[src/rtl/mwu_pkg.sv]
// Package: shared defaults for the address monitor wake unit.
// Assumes: line size is a power of two of at least 2 bytes.
package mwu_pkg;
    localparam int DEF_ADDR_W     = 64;
    localparam int DEF_LINE_BYTES = 64;
    localparam int DEF_RD_BYTES   = 8;

    // outcome of a read response, used for readable control decoding
    typedef enum logic [1:0] {
        RSP_NONE    = 2'd0,
        RSP_CAPTURE = 2'd1,
        RSP_CONSUME = 2'd2
    } rsp_kind_e;
endpackage

[src/rtl/mwu_align.sv]
// Module: clears the byte-offset bits of an address to give its line address.
// Assumes: LINE_BYTES is a power of two and not larger than 2**ADDR_W.
module mwu_align #(
    parameter int ADDR_W     = mwu_pkg::DEF_ADDR_W,
    parameter int LINE_BYTES = mwu_pkg::DEF_LINE_BYTES
) (
    input  logic [ADDR_W-1:0] addr_i,
    output logic [ADDR_W-1:0] line_o
);
    localparam logic [ADDR_W-1:0] OFF_MASK = ADDR_W'(LINE_BYTES - 1);

    // mask away the offset inside the line
    always_comb begin
        line_o = addr_i & ~OFF_MASK;
    end
endmodule

[src/rtl/mwu_span.sv]
// Module: computes the probing read size, cut so it ends at the line boundary.
// Assumes: LINE_BYTES is a power of two of at least 2; RD_BYTES at least 1.
module mwu_span #(
    parameter int LINE_BYTES = mwu_pkg::DEF_LINE_BYTES,
    parameter int RD_BYTES   = mwu_pkg::DEF_RD_BYTES,
    localparam int OFF_W     = $clog2(LINE_BYTES),
    localparam int SZ_W      = $clog2(RD_BYTES) + 1
) (
    input  logic [OFF_W-1:0] off_i,
    output logic [SZ_W-1:0]  size_o
);
    logic [OFF_W:0] remain;

    // bytes left from the offset to the end of the line
    always_comb begin
        remain = (OFF_W+1)'(LINE_BYTES) - {1'b0, off_i};
    end

    generate
        if (LINE_BYTES > RD_BYTES) begin : g_clip
            // the line can hold a full read, so clip only near its end
            always_comb begin
                if (remain >= (OFF_W+1)'(RD_BYTES))
                    size_o = SZ_W'(RD_BYTES);
                else
                    size_o = SZ_W'(remain);
            end
        end else begin : g_short
            // the whole line is no larger than one read
            always_comb begin
                size_o = SZ_W'(remain);
            end
        end
    endgenerate
endmodule

[src/rtl/mwu_snoop_cmp.sv]
// Module: line-granular comparison of a snoop address with the watched line.
// Assumes: line_i is already line aligned.
module mwu_snoop_cmp #(
    parameter int ADDR_W     = mwu_pkg::DEF_ADDR_W,
    parameter int LINE_BYTES = mwu_pkg::DEF_LINE_BYTES
) (
    input  logic [ADDR_W-1:0] snoop_addr_i,
    input  logic [ADDR_W-1:0] line_i,
    output logic              hit_o
);
    logic [ADDR_W-1:0] snoop_line;

    mwu_align #(.ADDR_W(ADDR_W), .LINE_BYTES(LINE_BYTES)) u_align (
        .addr_i (snoop_addr_i),
        .line_o (snoop_line)
    );

    // equality at line granularity
    always_comb begin
        hit_o = (snoop_line == line_i);
    end
endmodule

[src/rtl/mwu_ctrl.sv]
// Module: state of the monitor (armed, waiting, pending wake, read outstanding),
// the watched addresses and all registered outputs.
// Assumes: rsp_line_i is the aligned response address; snoop_hit_i compares
// the snoop against eff_line_o of the same cycle. Ordering inside a cycle:
// arm overrides a response, a response is applied before a snoop.
module mwu_ctrl
    import mwu_pkg::*;
#(
    parameter int ADDR_W     = DEF_ADDR_W,
    parameter int LINE_BYTES = DEF_LINE_BYTES,
    parameter int RD_BYTES   = DEF_RD_BYTES,
    localparam int OFF_W     = $clog2(LINE_BYTES),
    localparam int SZ_W      = $clog2(RD_BYTES) + 1
) (
    input  logic              clk,
    input  logic              rst_n,
    input  logic              arm_valid_i,
    input  logic [ADDR_W-1:0] arm_vaddr_i,
    input  logic              wait_go_i,
    input  logic              rsp_valid_i,
    input  logic [ADDR_W-1:0] rsp_line_i,
    input  logic              snoop_valid_i,
    input  logic              snoop_hit_i,
    input  logic              ext_wake_i,
    input  logic [SZ_W-1:0]   span_size_i,
    output logic [ADDR_W-1:0] eff_line_o,
    output logic [OFF_W-1:0]  sel_off_o,
    output logic              rd_req_o,
    output logic [ADDR_W-1:0] rd_addr_o,
    output logic [SZ_W-1:0]   rd_size_o,
    output logic              wake_o,
    output logic              halt_o,
    output logic              wait_done_o
);
    logic              armed_q, waiting_q, pend_q, busy_q;
    logic [ADDR_W-1:0] vaddr_q, line_q;
    logic              rd_req_q, wake_q, done_q;
    logic [ADDR_W-1:0] rd_addr_q;
    logic [SZ_W-1:0]   rd_size_q;

    rsp_kind_e         rsp_kind;
    logic              go_ok, wait_eff, match;
    logic [ADDR_W-1:0] addr_sel;

    // classify the response: dropped, captured into a sleep, or consuming a wake
    always_comb begin
        rsp_kind = RSP_NONE;
        if (rsp_valid_i && busy_q && !arm_valid_i)
            rsp_kind = pend_q ? RSP_CONSUME : RSP_CAPTURE;
    end

    // accept a wait command when no read is outstanding or an arm frees the slot
    always_comb begin
        go_ok    = wait_go_i && (!busy_q || arm_valid_i);
        addr_sel = arm_valid_i ? arm_vaddr_i : vaddr_q;
        sel_off_o = addr_sel[OFF_W-1:0];
    end

    // waiting state and line after the response step, before the snoop step
    always_comb begin
        wait_eff   = (rsp_kind == RSP_CAPTURE) ? 1'b1 : waiting_q;
        eff_line_o = (rsp_kind == RSP_CAPTURE) ? rsp_line_i : line_q;
        match      = snoop_valid_i && snoop_hit_i && armed_q && wait_eff && !arm_valid_i;
    end

    // monitor state update
    always_ff @(posedge clk) begin
        if (!rst_n) begin
            armed_q   <= 1'b0;
            waiting_q <= 1'b0;
            pend_q    <= 1'b0;
            busy_q    <= 1'b0;
            vaddr_q   <= '0;
            line_q    <= '0;
        end else begin
            if (arm_valid_i) begin
                armed_q   <= 1'b1;
                vaddr_q   <= arm_vaddr_i;
                line_q    <= '0;
                waiting_q <= 1'b0;
            end else begin
                line_q    <= eff_line_o;
                waiting_q <= wait_eff && !match;
            end
            pend_q <= (pend_q && (rsp_kind != RSP_CONSUME)) || match || ext_wake_i;
            if (go_ok)
                busy_q <= 1'b1;
            else if (arm_valid_i || rsp_kind != RSP_NONE)
                busy_q <= 1'b0;
        end
    end

    // registered output pulses and read request fields
    always_ff @(posedge clk) begin
        if (!rst_n) begin
            rd_req_q  <= 1'b0;
            rd_addr_q <= '0;
            rd_size_q <= '0;
            wake_q    <= 1'b0;
            done_q    <= 1'b0;
        end else begin
            rd_req_q <= go_ok;
            if (go_ok) begin
                rd_addr_q <= addr_sel;
                rd_size_q <= span_size_i;
            end
            wake_q <= match;
            done_q <= (rsp_kind != RSP_NONE);
        end
    end

    always_comb begin
        rd_req_o    = rd_req_q;
        rd_addr_o   = rd_addr_q;
        rd_size_o   = rd_size_q;
        wake_o      = wake_q;
        halt_o      = waiting_q;
        wait_done_o = done_q;
    end

    // a read request follows a wait command of the previous cycle
    assert_rd_from_go_R3: assert property (@(posedge clk) disable iff (!rst_n)
        rd_req_q |-> $past(wait_go_i));
    // a read request carries a size between one byte and a full read
    assert_rd_size_R3: assert property (@(posedge clk) disable iff (!rst_n)
        rd_req_q |-> (rd_size_q != '0) && (rd_size_q <= SZ_W'(RD_BYTES)));
    // wait completion only after a response that no arm overrode
    assert_done_src_R4: assert property (@(posedge clk) disable iff (!rst_n)
        done_q |-> $past(rsp_valid_i && !arm_valid_i));
    // the halt request only starts from a read response
    assert_halt_rise_R5: assert property (@(posedge clk) disable iff (!rst_n)
        $rose(waiting_q) |-> $past(rsp_valid_i));
    // a wake pulse always leaves the core not halted
    assert_wake_clears_halt_R7: assert property (@(posedge clk) disable iff (!rst_n)
        wake_q |-> !waiting_q);
    // a wake pulse always leaves the pending flag set
    assert_wake_sets_pend_R9: assert property (@(posedge clk) disable iff (!rst_n)
        wake_q |-> pend_q);
    // an arm never produces a wake pulse
    assert_arm_no_wake_R10: assert property (@(posedge clk) disable iff (!rst_n)
        arm_valid_i |=> !wake_q);
endmodule

[src/rtl/mon_wake_unit.sv]
// Module: top of the address monitor wake unit. Wires the aligner for read
// responses, the read-size calculator, the snoop comparator and the control.
// Assumes: LINE_BYTES is a power of two of at least 2 and at most 2**ADDR_W.
module mon_wake_unit #(
    parameter int ADDR_W     = mwu_pkg::DEF_ADDR_W,
    parameter int LINE_BYTES = mwu_pkg::DEF_LINE_BYTES,
    parameter int RD_BYTES   = mwu_pkg::DEF_RD_BYTES,
    localparam int SZ_W      = $clog2(RD_BYTES) + 1
) (
    input  logic              clk,
    input  logic              rst_n,
    input  logic              arm_valid_i,
    input  logic [ADDR_W-1:0] arm_vaddr_i,
    input  logic              wait_go_i,
    output logic              rd_req_o,
    output logic [ADDR_W-1:0] rd_addr_o,
    output logic [SZ_W-1:0]   rd_size_o,
    input  logic              rsp_valid_i,
    input  logic [ADDR_W-1:0] rsp_paddr_i,
    input  logic              snoop_valid_i,
    input  logic [ADDR_W-1:0] snoop_addr_i,
    input  logic              ext_wake_i,
    output logic              wake_o,
    output logic              halt_o,
    output logic              wait_done_o
);
    localparam int OFF_W = $clog2(LINE_BYTES);

    logic [ADDR_W-1:0] rsp_line, eff_line;
    logic [OFF_W-1:0]  sel_off;
    logic [SZ_W-1:0]   span_size;
    logic              snoop_hit;

    mwu_align #(.ADDR_W(ADDR_W), .LINE_BYTES(LINE_BYTES)) u_rsp_align (
        .addr_i (rsp_paddr_i),
        .line_o (rsp_line)
    );

    mwu_span #(.LINE_BYTES(LINE_BYTES), .RD_BYTES(RD_BYTES)) u_span (
        .off_i  (sel_off),
        .size_o (span_size)
    );

    mwu_snoop_cmp #(.ADDR_W(ADDR_W), .LINE_BYTES(LINE_BYTES)) u_cmp (
        .snoop_addr_i (snoop_addr_i),
        .line_i       (eff_line),
        .hit_o        (snoop_hit)
    );

    mwu_ctrl #(.ADDR_W(ADDR_W), .LINE_BYTES(LINE_BYTES), .RD_BYTES(RD_BYTES)) u_ctrl (
        .clk           (clk),
        .rst_n         (rst_n),
        .arm_valid_i   (arm_valid_i),
        .arm_vaddr_i   (arm_vaddr_i),
        .wait_go_i     (wait_go_i),
        .rsp_valid_i   (rsp_valid_i),
        .rsp_line_i    (rsp_line),
        .snoop_valid_i (snoop_valid_i),
        .snoop_hit_i   (snoop_hit),
        .ext_wake_i    (ext_wake_i),
        .span_size_i   (span_size),
        .eff_line_o    (eff_line),
        .sel_off_o     (sel_off),
        .rd_req_o      (rd_req_o),
        .rd_addr_o     (rd_addr_o),
        .rd_size_o     (rd_size_o),
        .wake_o        (wake_o),
        .halt_o        (halt_o),
        .wait_done_o   (wait_done_o)
    );
endmodule

[config.mk]
export PLATFORM = sky130hd
export DESIGN_NAME = mon_wake_unit
export DESIGN_NICKNAME = d
export VERILOG_FILES = /design/src/rtl/mwu_pkg.sv /design/src/rtl/mwu_align.sv /design/src/rtl/mwu_span.sv /design/src/rtl/mwu_snoop_cmp.sv /design/src/rtl/mwu_ctrl.sv /design/src/rtl/mon_wake_unit.sv
export SDC_FILE = /design/constraint.sdc
export NUM_CORES = 1
export LEC_CHECK = 0
export ABC_CLOCK_PERIOD_IN_PS = 4200
export BUFFER_PORTS_ARGS = -buffer_cell sky130_fd_sc_hd__buf_2
export CAP_MARGIN = 20
export CELL_PAD_IN_SITES_DETAIL_PLACEMENT = 2
export CELL_PAD_IN_SITES_GLOBAL_PLACEMENT = 2
export CORE_UTILIZATION = 32
export DETAILED_ROUTE_END_ITERATION = 8
export PLACE_DENSITY_LB_ADDON = 0.3
export SYNTH_ARGS = -nofsm -noshare
export SYNTH_HDL_FRONTEND = slang
export SYNTH_HIERARCHICAL = 1
export SYNTH_SLANG_ARGS = --single-unit
[constraint.sdc]
create_clock -name clk -period 4.2 [get_ports clk]
set_input_delay 0.84 -clock clk [delete_from_list [all_inputs] [get_ports clk]]
set_output_delay 0.84 -clock clk [all_outputs]
set_load 0.02 [all_outputs]
== Word-level counts from Yosys, hierarchy flattened ==
Cells that the tools add are included.
Storage, ports and cells
  bits in registers: 203
  input bits: 199
  output and inout port bits: 72
  logic and storage cells: 44
Cells by class
  add/subtract/negate cells: 1
  magnitude comparators: 1
  eq/ne operators: 3
  multiplexer cells: 8
  bitwise logic cells: 1
  reductions and logical operators: 19
Operators by type and width (number)
  $mux 64: 2
  $eq 64x64->1: 1
  $logic_and 1x1->1: 9
  $ge 7x4->1 const B: 1
  $sub 7x6->7 const A: 1
  $logic_or 1x1->1: 4
  $mux 2: 2
  $mux 4: 1
  $reduce_bool 2->1: 2
  $logic_not 1->1: 3
  $mux 1: 3
  $eq 2x1->1 const B: 1
  $ne 2x2->1 const B: 1
  $reduce_or 2->1: 1
  $not 1->1: 1

== Logic depth before layout (Yosys ltp) ==
Gate-level depths: netlist (run 1).
  depth after elaboration: 12
  gate-level depth with buffers: 12
  gate-level depth less buffers: 9

== Hierarchy ==
The synthesis (run 1) kept the hierarchy.
By module, submodules not included
  mwu_ctrl: instances 1, cells an instance 693, area each 7653.6 um2, seq. area each 4063.9 um2
  mwu_align: instances 2, cells an instance 65, area each 484.2 um2, seq. area each 0.0 um2
  mwu_snoop_cmp: instances 1, cells an instance 85, area each 698.2 um2, seq. area each 0.0 um2
  mwu_span: instances 1, cells an instance 16, area each 97.6 um2, seq. area each 0.0 um2

== Worst setup path after synthesis (run 1) ==
Ideal clock, no wire load.
  kind: input to register
  start: input arm_valid_i
  end: register u_ctrl.pend_q
  setup time: 0.070 ns
  arrival: 3.102 ns
  required time: 4.130 ns
  path slack: 1.027 ns
  stages on the path: 12
  buffers on the path: 3
  path through: buf_4 and4bb_4 buf_8 buf_12 mux2_4 xor2_1 nor4_1 nand4_1 nor4_2 and4b_1 o21ai_0 a21oi_1
Between the ends
  longest elaborated chain between the ends: 12
  elaborated cells on any way between the ends: 15
  classes of those cells: eq/ne (3); mux (3); reduce/logical (9)
Ends and longest elaborated chain
  start: declaration: RTL line mon_wake_unit.sv:12  | input logic arm_valid_i,
  $logic_not 1->1: RTL line mwu_ctrl.sv:48  | if (rsp_valid_i && busy_q && !arm_valid_i)
  $logic_and 1x1->1: RTL line mwu_ctrl.sv:48
  $mux 2: RTL line mwu_ctrl.sv:48
  $eq 2x1->1: RTL line mwu_ctrl.sv:62  | eff_line_o = (rsp_kind == RSP_CAPTURE) ? rsp_line_i : line_q;
  $mux 64: RTL line mwu_ctrl.sv:62
  net eff_line[28]: RTL line mon_wake_unit.sv:29  | logic [ADDR_W-1:0] rsp_line, eff_line;
  $eq 64x64->1: RTL line mwu_snoop_cmp.sv:20  | hit_o = (snoop_line == line_i);
  net snoop_hit: RTL line mon_wake_unit.sv:32  | logic snoop_hit;
  $logic_and 1x1->1 (4 in a row): RTL line mwu_ctrl.sv:63  | match = snoop_valid_i && snoop_hit_i && armed_q && wait_eff && !arm_valid_i;
  $logic_or 1x1->1 (2 in a row): RTL line mwu_ctrl.sv:85  | pend_q <= (pend_q && (rsp_kind != RSP_CONSUME)) || match || ext_wake_i;
  end signal: assignment: RTL line mwu_ctrl.sv:85
  end: declaration: RTL line mwu_ctrl.sv:35  | logic armed_q, waiting_q, pend_q, busy_q;
The timed path passes the listed nets, and every way through them passes these cells.
A chain may end at the register's enable or synchronous reset.

== Worst setup path after layout (run 1) ==
Ends and elaborated chain as after synthesis.

==> results of run 1 <==
-- routing by layer --
layer	up-vias	track usage [%]	routed length (um)
li1	3238	-	-
met1	3174	19.9	10500
met2	150	28.4	12100
met3	40	5.02	1710
met4	4	4.46	515
met5	-	0	23
-- layout make-up --
cell class	instances	area, um^2	area share (%)
multi-input combinational	533	4050	37.0
clock buffer	35	743	6.78
inverter	4	17.5	0.160
clock inverter	11	170	1.55
antenna	5	12.5	0.114
sequential	203	4060	37.1
timing repair buffer	272	1420	13.0
tap	384	480	4.38
-- logic make-up (layout without fill, tap and decap cells) --
| logic type | Yosys count | after routing | share of synthesized area, % |
|---|---|---|---|
| DFF | 203 | 203 | 43.2 |
| buffers and inverters | 198 | 322 | 14.4 |
| and+or+nand+nor | 190 | 190 | 11.2 |
| AOI/OAI and AO/OA | 137 | 137 | 8.93 |
| muxes | 129 | 129 | 16.2 |
| xor gates and xnor gates | 64 | 64 | 5.95 |
| other | 2 | 17 | 0.0797 |
| adders and majority gates | 1 | 1 | 0.133 |
-- power breakdown --
part	leakage (nW)	internal [mW]	switching [mW]
clock	0.458	1.48	0.878
combinational	3.08	0.230	0.317
sequential	1.66	2.02	0.0365
-- state kept, by name, indices dropped and copies added (netlist names) --
register and flops:
u_ctrl/rd_req_o 1, u_ctrl/rd_size_o 4, u_ctrl/line_q 64, u_ctrl/wake_o 1
u_ctrl/wait_done_o 1, u_ctrl/pend_q 1, u_ctrl/vaddr_q 64, u_ctrl/halt_o 1
u_ctrl/rd_addr_o 64, u_ctrl/busy_q 1, u_ctrl/armed_q 1
-- Yosys cell counts, types with 15 or more instances --
master and number:
dfxtp_1 203, buf_4 140, a21oi_1 70, nor2_1 67, xor2_1 64, mux2i_1 59, a211oi_1 58, and2b_1 38
clkbuf_1 38, mux2_4 38, nor2b_1 27, mux2_1 26, nor4_1 16, nor3_1 15
-- final timing paths --
check	startpoint	to	slack [ns]	depth (start not counted)
max	arm_valid_i	u_ctrl/pend_q	1.02	11
min	u_ctrl/armed_q	u_ctrl/armed_q	0.48	2
max reg2reg	u_ctrl/busy_q	u_ctrl/pend_q	1.10	10
min reg2reg	u_ctrl/armed_q	u_ctrl/armed_q	0.48	2
-- metrics by stage --
step	utilization, %	setup slack, ns	power, mW
2_1_floorplan	-	1.03	2.52
3_3_place_gp	34.8	0.383	2.64
3_5_place_dp	34.8	0.385	2.65
4_1_cts	37.9	0.914	5.07
5_1_grt	38.0	0.747	5.20
6_report	38.0	1.02	4.96
-- worst min-delay path, stage by stage (launching register included) --
cell and delay [ns]:
dfxtp_1 0.33, nor2_1 0.05, nor2_1 0.07
==> results.yml, run 1 <==
critical_path:
  worstSetupPathType: "in -> reg"
  cp.arrival_ns: 3.62
  cp_max_fo: 20
  endpoint_kind: "register"
  slowest_stage: "nor4_1"
  path_cells: "buf_4 -> and4bb_4 -> buf_12 -> mux2_1 -> xor2_1 -> nor4_1 -> nand4_1 -> nor4_2 -> and4b_1 -> o21ai_0 -> a21oi_1"
  required_ns: 4.64
  crit_buf_inv: 2
  cp_top_family: "simple AND/OR/NAND/NOR gates"
  max_stage_delay_ns: 0.44
  startpoint_type: "input pin"
grt:
  grt_use_total_pct: 16.5
  grt_pass1_vias: 7301
  grt_max_degree: 79
  antenna_found_initial: 7
  grt_pass1_wl_um: 39800
  grt_overflow: 0
logic_synthesis:
  synthTopCellsByArea: "dfxtp_1 43%, buf_4 11%, mux2i_1 6.3%"
  synth_edf_count: 0
  synth_top_area_share_pct: 43.2
  synth_cell_type_count: 38
  avgSynthCellArea_um2: 10.2
  yosys.area.top_type: "dfxtp_1"
  yosys_warnings: 6
  synth-seq-area-share_pct: 43.2
  ys_ff_latch: 203
  synth_cells: 924
  synthArstFlopShare_pct: 0
  syn-cell-area_um2: 9420
  yosys_most_used_dff: "dfxtp_1"
clocking:
  clockBufferDepth: 3
  cts_buffers: 25
  cts_sinks: 203
  clkLatencyLatePin_ns: 0.54
  htreeDepth: 1
  path_clk_slew_ns: 0.06
  root_buffer: "clkbuf_16"
  cts_hold_buf: 0
  cts-resized-gates: 0
  cts_setup_buffers: 0
  cts_tree: "yes"
finish:
  nets: 1239
  final_cell_mix: "257 x buf_2, 203 x dfxtp_1, 70 x a21oi_1"
  final_cells: 1447
  final_area_um2: 11000
  layout_commonest_cell: "buf_2"
  nFillCells: 3203
  syn_to_final_growth_pct: 16.4
  layout-drive-gt1-share_pct: 34.8
timing:
  period_minus_slack_ns: 3.18
  period_share_pct: 75.7
  tightest_slew_ns: 0.955
  rsz0062_at_grt: "no"
  max_freq_ghz: 0.314
  setup-violations-final: 0
  finalMaxSlewViolations: 0
  finalHoldViolations: 0
  whs_ns: 0.482
  slew_headroom_pct: 36.3
  tns_ns: 0
  fin_skew_ns: 0.0275
route:
  first_iter_violations: 260
  drc: 0
  drtPass1Iterations: 4
  drt_wl_total_um: 24900
  vias: 6606
  vias_per_cell: 4.57
  ant_nets: 0
  wl_per_cell_um: 17.2
placed_design:
  dp_cells: 1396
  hpwlAfterDp_um: 16800
  portBuffers: 258
  gp_congestion: 0.732
  place_area_um2: 10000
die:
  die-area_um2: 30100
  core-area_um2: 28900
  die_x_um: 174
  io_pins: 271
  start_util_pct: 32.6
  dieHeight_um: 174
  fp-row-count: 62
pwr:
  peakVddDrop_mv: 0.285
  power_leakage_nw: 5.20
  powerDensity_nw_per_um2: 453
outcome:
  outcome: "finished, final reports clean"
flow_run:
  drv_cap: 0
hold_path:
  hold_class: "reg -> reg"
Power figures use the tool's default switching activity.
==> run 2, diff against run 1 <==
ABC_CLOCK_PERIOD_IN_PS = 3150   (was 4200)
clock period = 3.15 ns   (was 4.2 ns; I/O delays follow)
==> run 2 against run 1 <==
  * Count of clock-buffer cells in the layout rose by 8
  * Hold slack got worse by 0.11 ns
  * Sequential share of layout area fell by 0.46 points
  * Register-to-register slack got worse by 0.92 ns
  * Largest power group unchanged
  * Global-route usage fell by 0.37 points
  * Clock skew fell by 0.010 ns
  * Critical path depth rose by 1
  * First-iteration DRC count fell by 1.2%
  * Largest cell class is now multi-input combinational cells
  * Total power rose by 29%
==> results.yml, run 2 (synthesis gave the netlist of run 1 again) <==
finish:
  layout-drive-gt1-share_pct: 35.5
  final_cell_mix: "257 x buf_2, 202 x dfxtp_1, 70 x a21oi_1"
  final_cells: 1459
  layout_commonest_cell: "buf_2"
  nets: 1252
  syn_to_final_growth_pct: 17.9
  final_area_um2: 11100
pwr:
  peakVddDrop_mv: 0.354
  powerDensity_nw_per_um2: 579
  switching_power_mw: 1.60
  pwr-share-comb_pct: 11.8
  swShare_pct: 24.8
  p_seq_share_pct: 42.7
  p_int_mw: 4.83
  p_clk_share_pct: 45.6
  power_leakage_nw: 5.26
  total_power_mw: 6.42
flow_run:
  drv_cap: 0
route:
  first_iter_violations: 257
  wl_per_cell_um: 17.0
  met3WireLength_um: 1520
  drc: 0
  ant_nets: 0
  drt_wl_total_um: 24900
  wl_met2_um: 12200
  drtPass1Iterations: 4
  vias_per_cell: 4.55
  vias: 6637
  wl_met1_um: 10500
  top_layer_used: "met5"
critical_path:
  startpoint_type: "register"
  path_cells: "and4bb_4 -> buf_12 -> buf_4 -> mux2_4 -> xor2_1 -> nor4_2 -> buf_4 -> nand4_1 -> nor4_2 -> and4b_1 -> o21ai_0 -> a21oi_1"
  worstSetupPathType: "reg -> reg"
  endpoint_kind: "register"
  crit_buf_inv: 3
  rrSetupSlack_ns: 0.18
  cp_max_fo: 11
  cp_top_family: "simple AND/OR/NAND/NOR gates"
  slowest_stage: "dfxtp_2"
  max_stage_delay_ns: 0.37
  required_ns: 3.61
  cp.arrival_ns: 3.42
timing:
  finalMaxSlewViolations: 0
  finalHoldViolations: 0
  fin_skew_ns: 0.0172
  slew_headroom_pct: 26.7
  tightest_slew_ns: 1.10
  setup-violations-final: 0
  period_minus_slack_ns: 2.97
  max_freq_ghz: 0.337
  period_share_pct: 94.2
placed_design:
  portBuffers: 258
  gp_congestion: 0.707
  dp_cells: 1406
  place_area_um2: 10200
  hpwlAfterDp_um: 16900
die:
  die_x_um: 174
  fp-row-count: 62
  core-area_um2: 28900
  dieHeight_um: 174
  die-area_um2: 30100
  io_pins: 271
  start_util_pct: 32.6
clocking:
  cts_hold_buf: 0
  clockBufferDepth: 3
  htreeDepth: 1
  root_buffer: "clkbuf_16"
  path_clk_slew_ns: 0.06
  cts_tree: "yes"
  clkLatencyLatePin_ns: 0.53
  cts_sinks: 203
  cts_buffers: 26
grt:
  antenna_found_initial: 4
  grt_pass1_vias: 7144
  grt_max_degree: 89
  grt_use_total_pct: 16.1
  grt_pass1_wl_um: 38800
  grt_overflow: 0
hold_path:
  hold_class: "in -> reg"
outcome:
  outcome: "finished, final reports clean"
## run 2: cell count changes in the layout (fill, tap and decap cells not counted), sizes merged, moves of 3 or more
cell	change
buf	+11
clkbuf	+9
clkinv	-4
bufinv	-3
## run 2: per-stage QoR
step / hold WS [ns] / util [%] / TNS, ns / setup WS [ns]
global placement: 0.446 / 35.3 / -0.868 / -0.358
detailed placement: 0.472 / 35.3 / -1.15 / -0.440
floorplan: 0.433 / - / 0 / 0.187
finish: 0.371 / 38.5 / 0 / 0.183
CTS: 0.342 / 38.2 / 0 / 0.0132
global route: 0.367 / 38.4 / -0.00296 / -0.00296
## run 2: final timing paths
kind,startpoint,endpoint,cells after the start
max reg2reg,u_ctrl/busy_q,u_ctrl/pend_q,12
max,u_ctrl/busy_q,u_ctrl/pend_q,12
min,arm_vaddr_i[59],u_ctrl/vaddr_q[59],3
min reg2reg,u_ctrl/rd_size_o[0],u_ctrl/rd_size_o[0],2
## run 2: repair_timing
action	4_1_cts	5_1_grt
endpoints found under the hold margin	0	0
pin swaps	0	4
resized for setup	1	5
endpoints found under the setup margin	2	3
cloned	0	1
setup buffers	0	1
## run 2: metal layers
| layer | global-route usage, % | vias up |
|---|---|---|
| met5 | 0 | - |
| met4 | 4.57 | 4 |
| met2 | 28.2 | 154 |
| li1 | - | 3260 |
| met1 | 19.2 | 3181 |
| met3 | 4.41 | 38 |
## run 2: area by class of cell
| class | count | area, um^2 |
|---|---|---|
| tap | 384 | 480 |
| timing repair buffer | 284 | 1590 |
| multi-input combinational | 533 | 4080 |
| fill | 3163 | 17800 |
| antenna | 4 | 10.0 |
| sequential | 203 | 4070 |
| clock buffer | 43 | 806 |
| clock inverter | 4 | 47.5 |
| inverter | 4 | 17.5 |
## run 2: worst register-to-register path, cell delays in order (launching register included)
cell	delay [ns]
dfxtp_2	0.37
and4bb_4	0.33
buf_12	0.16
buf_4	0.12
mux2_4	0.29
xor2_1	0.18
nor4_2	0.36
buf_4	0.17
nand4_1	0.21
nor4_2	0.23
and4b_1	0.26
o21ai_0	0.09
a21oi_1	0.12
## run 2: power by group through the flow
stage          clock [mW]  sequential (mW)  combinational, mW
4_1_cts              3.05             2.74              0.767
3_5_place_dp            0             2.79              0.762
3_3_place_gp            0             2.79              0.746
5_1_grt              3.14             2.75              0.834
2_1_floorplan           0             2.87              0.491
6_report             2.93             2.74              0.756
==> run 3, diff against run 2 <==
ABC_AREA = 1   (was unset)
ABC_CLOCK_PERIOD_IN_PS = 3350   (was 3150)
BUFFER_PORTS_ARGS = -buffer_cell sky130_fd_sc_hd__clkbuf_2   (was -buffer_cell sky130_fd_sc_hd__buf_2)
CORE_UTILIZATION = 28   (was 32)
clock period = 3.35 ns   (was 3.15 ns; I/O delays follow)
==> run 3 against run 2 <==
  * Synthesized cell count increased by 73%
  * Total power decreased by 0.21%
  * First-iteration DRC count decreased by 23%
  * Fmax increased by 10%
  * Hold slack improved by 0.045 ns
  * Global-route usage decreased by 0.29 points
  * Setup slack improved by 0.47 ns
  * Final cell count increased by 50%
  * Synthesized area increased by 10%
  * Critical path type unchanged
  * Largest power group unchanged
==> results.yml, run 3 <==
route:
  drtPass1Iterations: 4
  wl_per_cell_um: 13.5
  ant_nets: 0
  drt_wl_total_um: 29600
  first_iter_violations: 198
  vias: 9226
  vias_per_cell: 4.21
  drc: 0
clocking:
  path_clk_slew_ns: 0.06
  cts-resized-gates: 0
  htreeDepth: 1
  cts_setup_buffers: 0
  cts_hold_buf: 0
  clkLatencyLatePin_ns: 0.53
  cts_sinks: 203
  cts_tree: "yes"
  cts_buffers: 26
  root_buffer: "clkbuf_16"
  clockBufferDepth: 3
logic_synthesis:
  synthTopCellsByArea: "dfxtp_1 39%, nand2_1 15%, buf_4 11%"
  synthMostInstantiatedCell: "nand2_1"
  synth-seq-area-share_pct: 39.2
  yosys.area.top_type: "dfxtp_1"
  yosys_most_used_dff: "dfxtp_1"
  yosys_warnings: 6
  synthArstFlopShare_pct: 0
  synth_cells: 1599
  synth_edf_count: 0
  syn-cell-area_um2: 10400
  synth_top_area_share_pct: 39.2
  synth_cell_type_count: 21
  avgSynthCellArea_um2: 6.48
  ys_ff_latch: 203
  synth_common_cells: "411 x nand2_1, 290 x nor2_1, 288 x inv_1"
timing:
  max_freq_ghz: 0.371
  tightest_slew_ns: 0.815
  finalHoldViolations: 0
  setup-violations-final: 0
  fin_skew_ns: 0.00699
  period_minus_slack_ns: 2.69
  rsz0062_at_grt: "no"
  finalMaxSlewViolations: 0
  period_share_pct: 80.4
  slew_headroom_pct: 45.6
  tns_ns: 0
critical_path:
  crit_end: "u_ctrl/wake_o"
  rrSetupSlack_ns: 0.66
  cpMostUsedCell: "nand2_1"
  worstRegToRegCells: 17
  max_stage_delay_ns: 0.43
  worstSetupPathType: "reg -> reg"
  reg2reg_from: "u_ctrl/busy_q"
  crit_cells: 17
  endpoint_kind: "register"
  slowest_stage: "dfxtp_1"
  cp_top_family: "simple AND/OR/NAND/NOR gates"
  cp.arrival_ns: 3.17
  crit_path_start: "u_ctrl/busy_q"
  required_ns: 3.82
  r2r_end: "u_ctrl/wake_o"
  crit_buf_inv: 3
  path_cells: "nand2_1 -> nor2_4 -> buf_4 -> nand3_1 -> nand2_1 -> inv_1 -> xnor2_1 -> nand2_1 -> nor2_1 -> nand2_1 -> nor2_1 -> nand2_1 -> nor2_1 -> nand4_1 -> nor2_1 -> nand2_1 -> inv_1"
  startpoint_type: "register"
  cp_max_fo: 21
finish:
  nFillCells: 4525
  nets: 1906
  multi_input_area_um2: 3910
  final-seq-area_um2: 4060
  fin_util_pct: 33.0
  layout_commonest_cell: "nand2_1"
  final_cell_mix: "410 x nand2_1, 290 x nor2_1, 287 x inv_1"
  syn_to_final_growth_pct: 16.4
  layout-drive-gt1-share_pct: 18.7
hold_path:
  min_from: "ext_wake_i"
  hold_class: "in -> reg"
  hold_depth: 5
die:
  die-area_um2: 37800
  die_x_um: 194
  io_pins: 271
  fp-row-count: 70
  start_util_pct: 28.4
  core-area_um2: 36500
  dieHeight_um: 194
grt:
  grt_pass1_wl_um: 48600
  grt_max_degree: 77
  grt_pass1_vias: 9699
  grt_overflow: 0
  grt_use_total_pct: 15.9
  antenna_found_initial: 1
placed_design:
  hpwlAfterDp_um: 20200
  portBuffers: 258
  gp_congestion: 0.720
pwr:
  power_leakage_nw: 6.74
  total_power_mw: 6.41
  powerDensity_nw_per_um2: 531
  peakVddDrop_mv: 0.285
outcome:
  outcome: "finished, final reports clean"
flow_run:
  drv_cap: 0
==> run 3: changes by cell type after synthesis, sizes merged, moves of 21 or more <==
cell	change
nand2	+408
inv	+287
nor2	+225
mux2	-70
a21oi	-65
xor2	-63
nand3	+61
o21ai	+60
mux2i	-59
a211oi	-57
xnor2	+54
and2b	-38
nor2b	-27
buf	+21
==> run 3: cell type report <==
class	count	share of cell area, %
antenna	1	0.0207
clock buffer	42	6.64
clock inverter	5	0.923
inverter	291	9.06
multi-input combinational	911	32.4
sequential	203	33.7
tap	468	4.85
timing repair buffer	273	12.4
==> run 3: stage by stage <==
step	cells	worst slack (ns)	area (um^2)	hold slack (ns)
floorplan	1609	0.942	10400	0.441
global placement	2146	0.360	11100	0.458
detailed placement	2146	0.255	11100	0.467
CTS	2193	0.517	12100	0.392
global route	2193	0.260	12100	0.417
finish	2194	0.658	12100	0.416
==> run 3: metal layers <==
metal,up-vias,global-route usage [%],wire length [um]
met5,-,0,11
met4,2,3.29,446
met3,36,3.35,1530
met2,173,28.6,14300
met1,4331,19.2,13300
li1,4684,-,-
==> run 3: logic make-up after synthesis <==
group	after synthesis	synth area share, %
buffers and inverters	495	23.5
AOI/OAI and AO/OA	73	3.59
DFF	203	39.2
adders and majority gates	1	0.121
xor gates and xnor gates	55	4.65
other	2	0.0725
and+or+nand+nor	770	28.8
==> run 3: worst min-delay path by stage <==
stage	endpoint	slack [ns]
finish	u_ctrl/pend_q	0.42
global route	u_ctrl/wait_done_o	0.42
CTS	u_ctrl/pend_q	0.39
detailed placement	u_ctrl/rd_addr_o[3]	0.47
global placement	u_ctrl/armed_q	0.46
floorplan	u_ctrl/armed_q	0.44
==> run 3: tightest hold or removal path, stage by stage <==
cell and delay, ns:
clkbuf_2 0.08, inv_1 0.03, nand2_1 0.05, nand2_1 0.04, nand2_1 0.05
==> run 3: report_power, final <==
part / internal, mW / total [mW] / switching (mW) / leakage [nW]
Sequential: 2.55 / 2.60 / 0.0518 / 1.67
Combinational: 0.316 / 0.856 / 0.540 / 4.62
Clock: 1.85 / 2.95 / 1.10 / 0.447
Total: 4.72 / 6.41 / 1.69 / 6.74
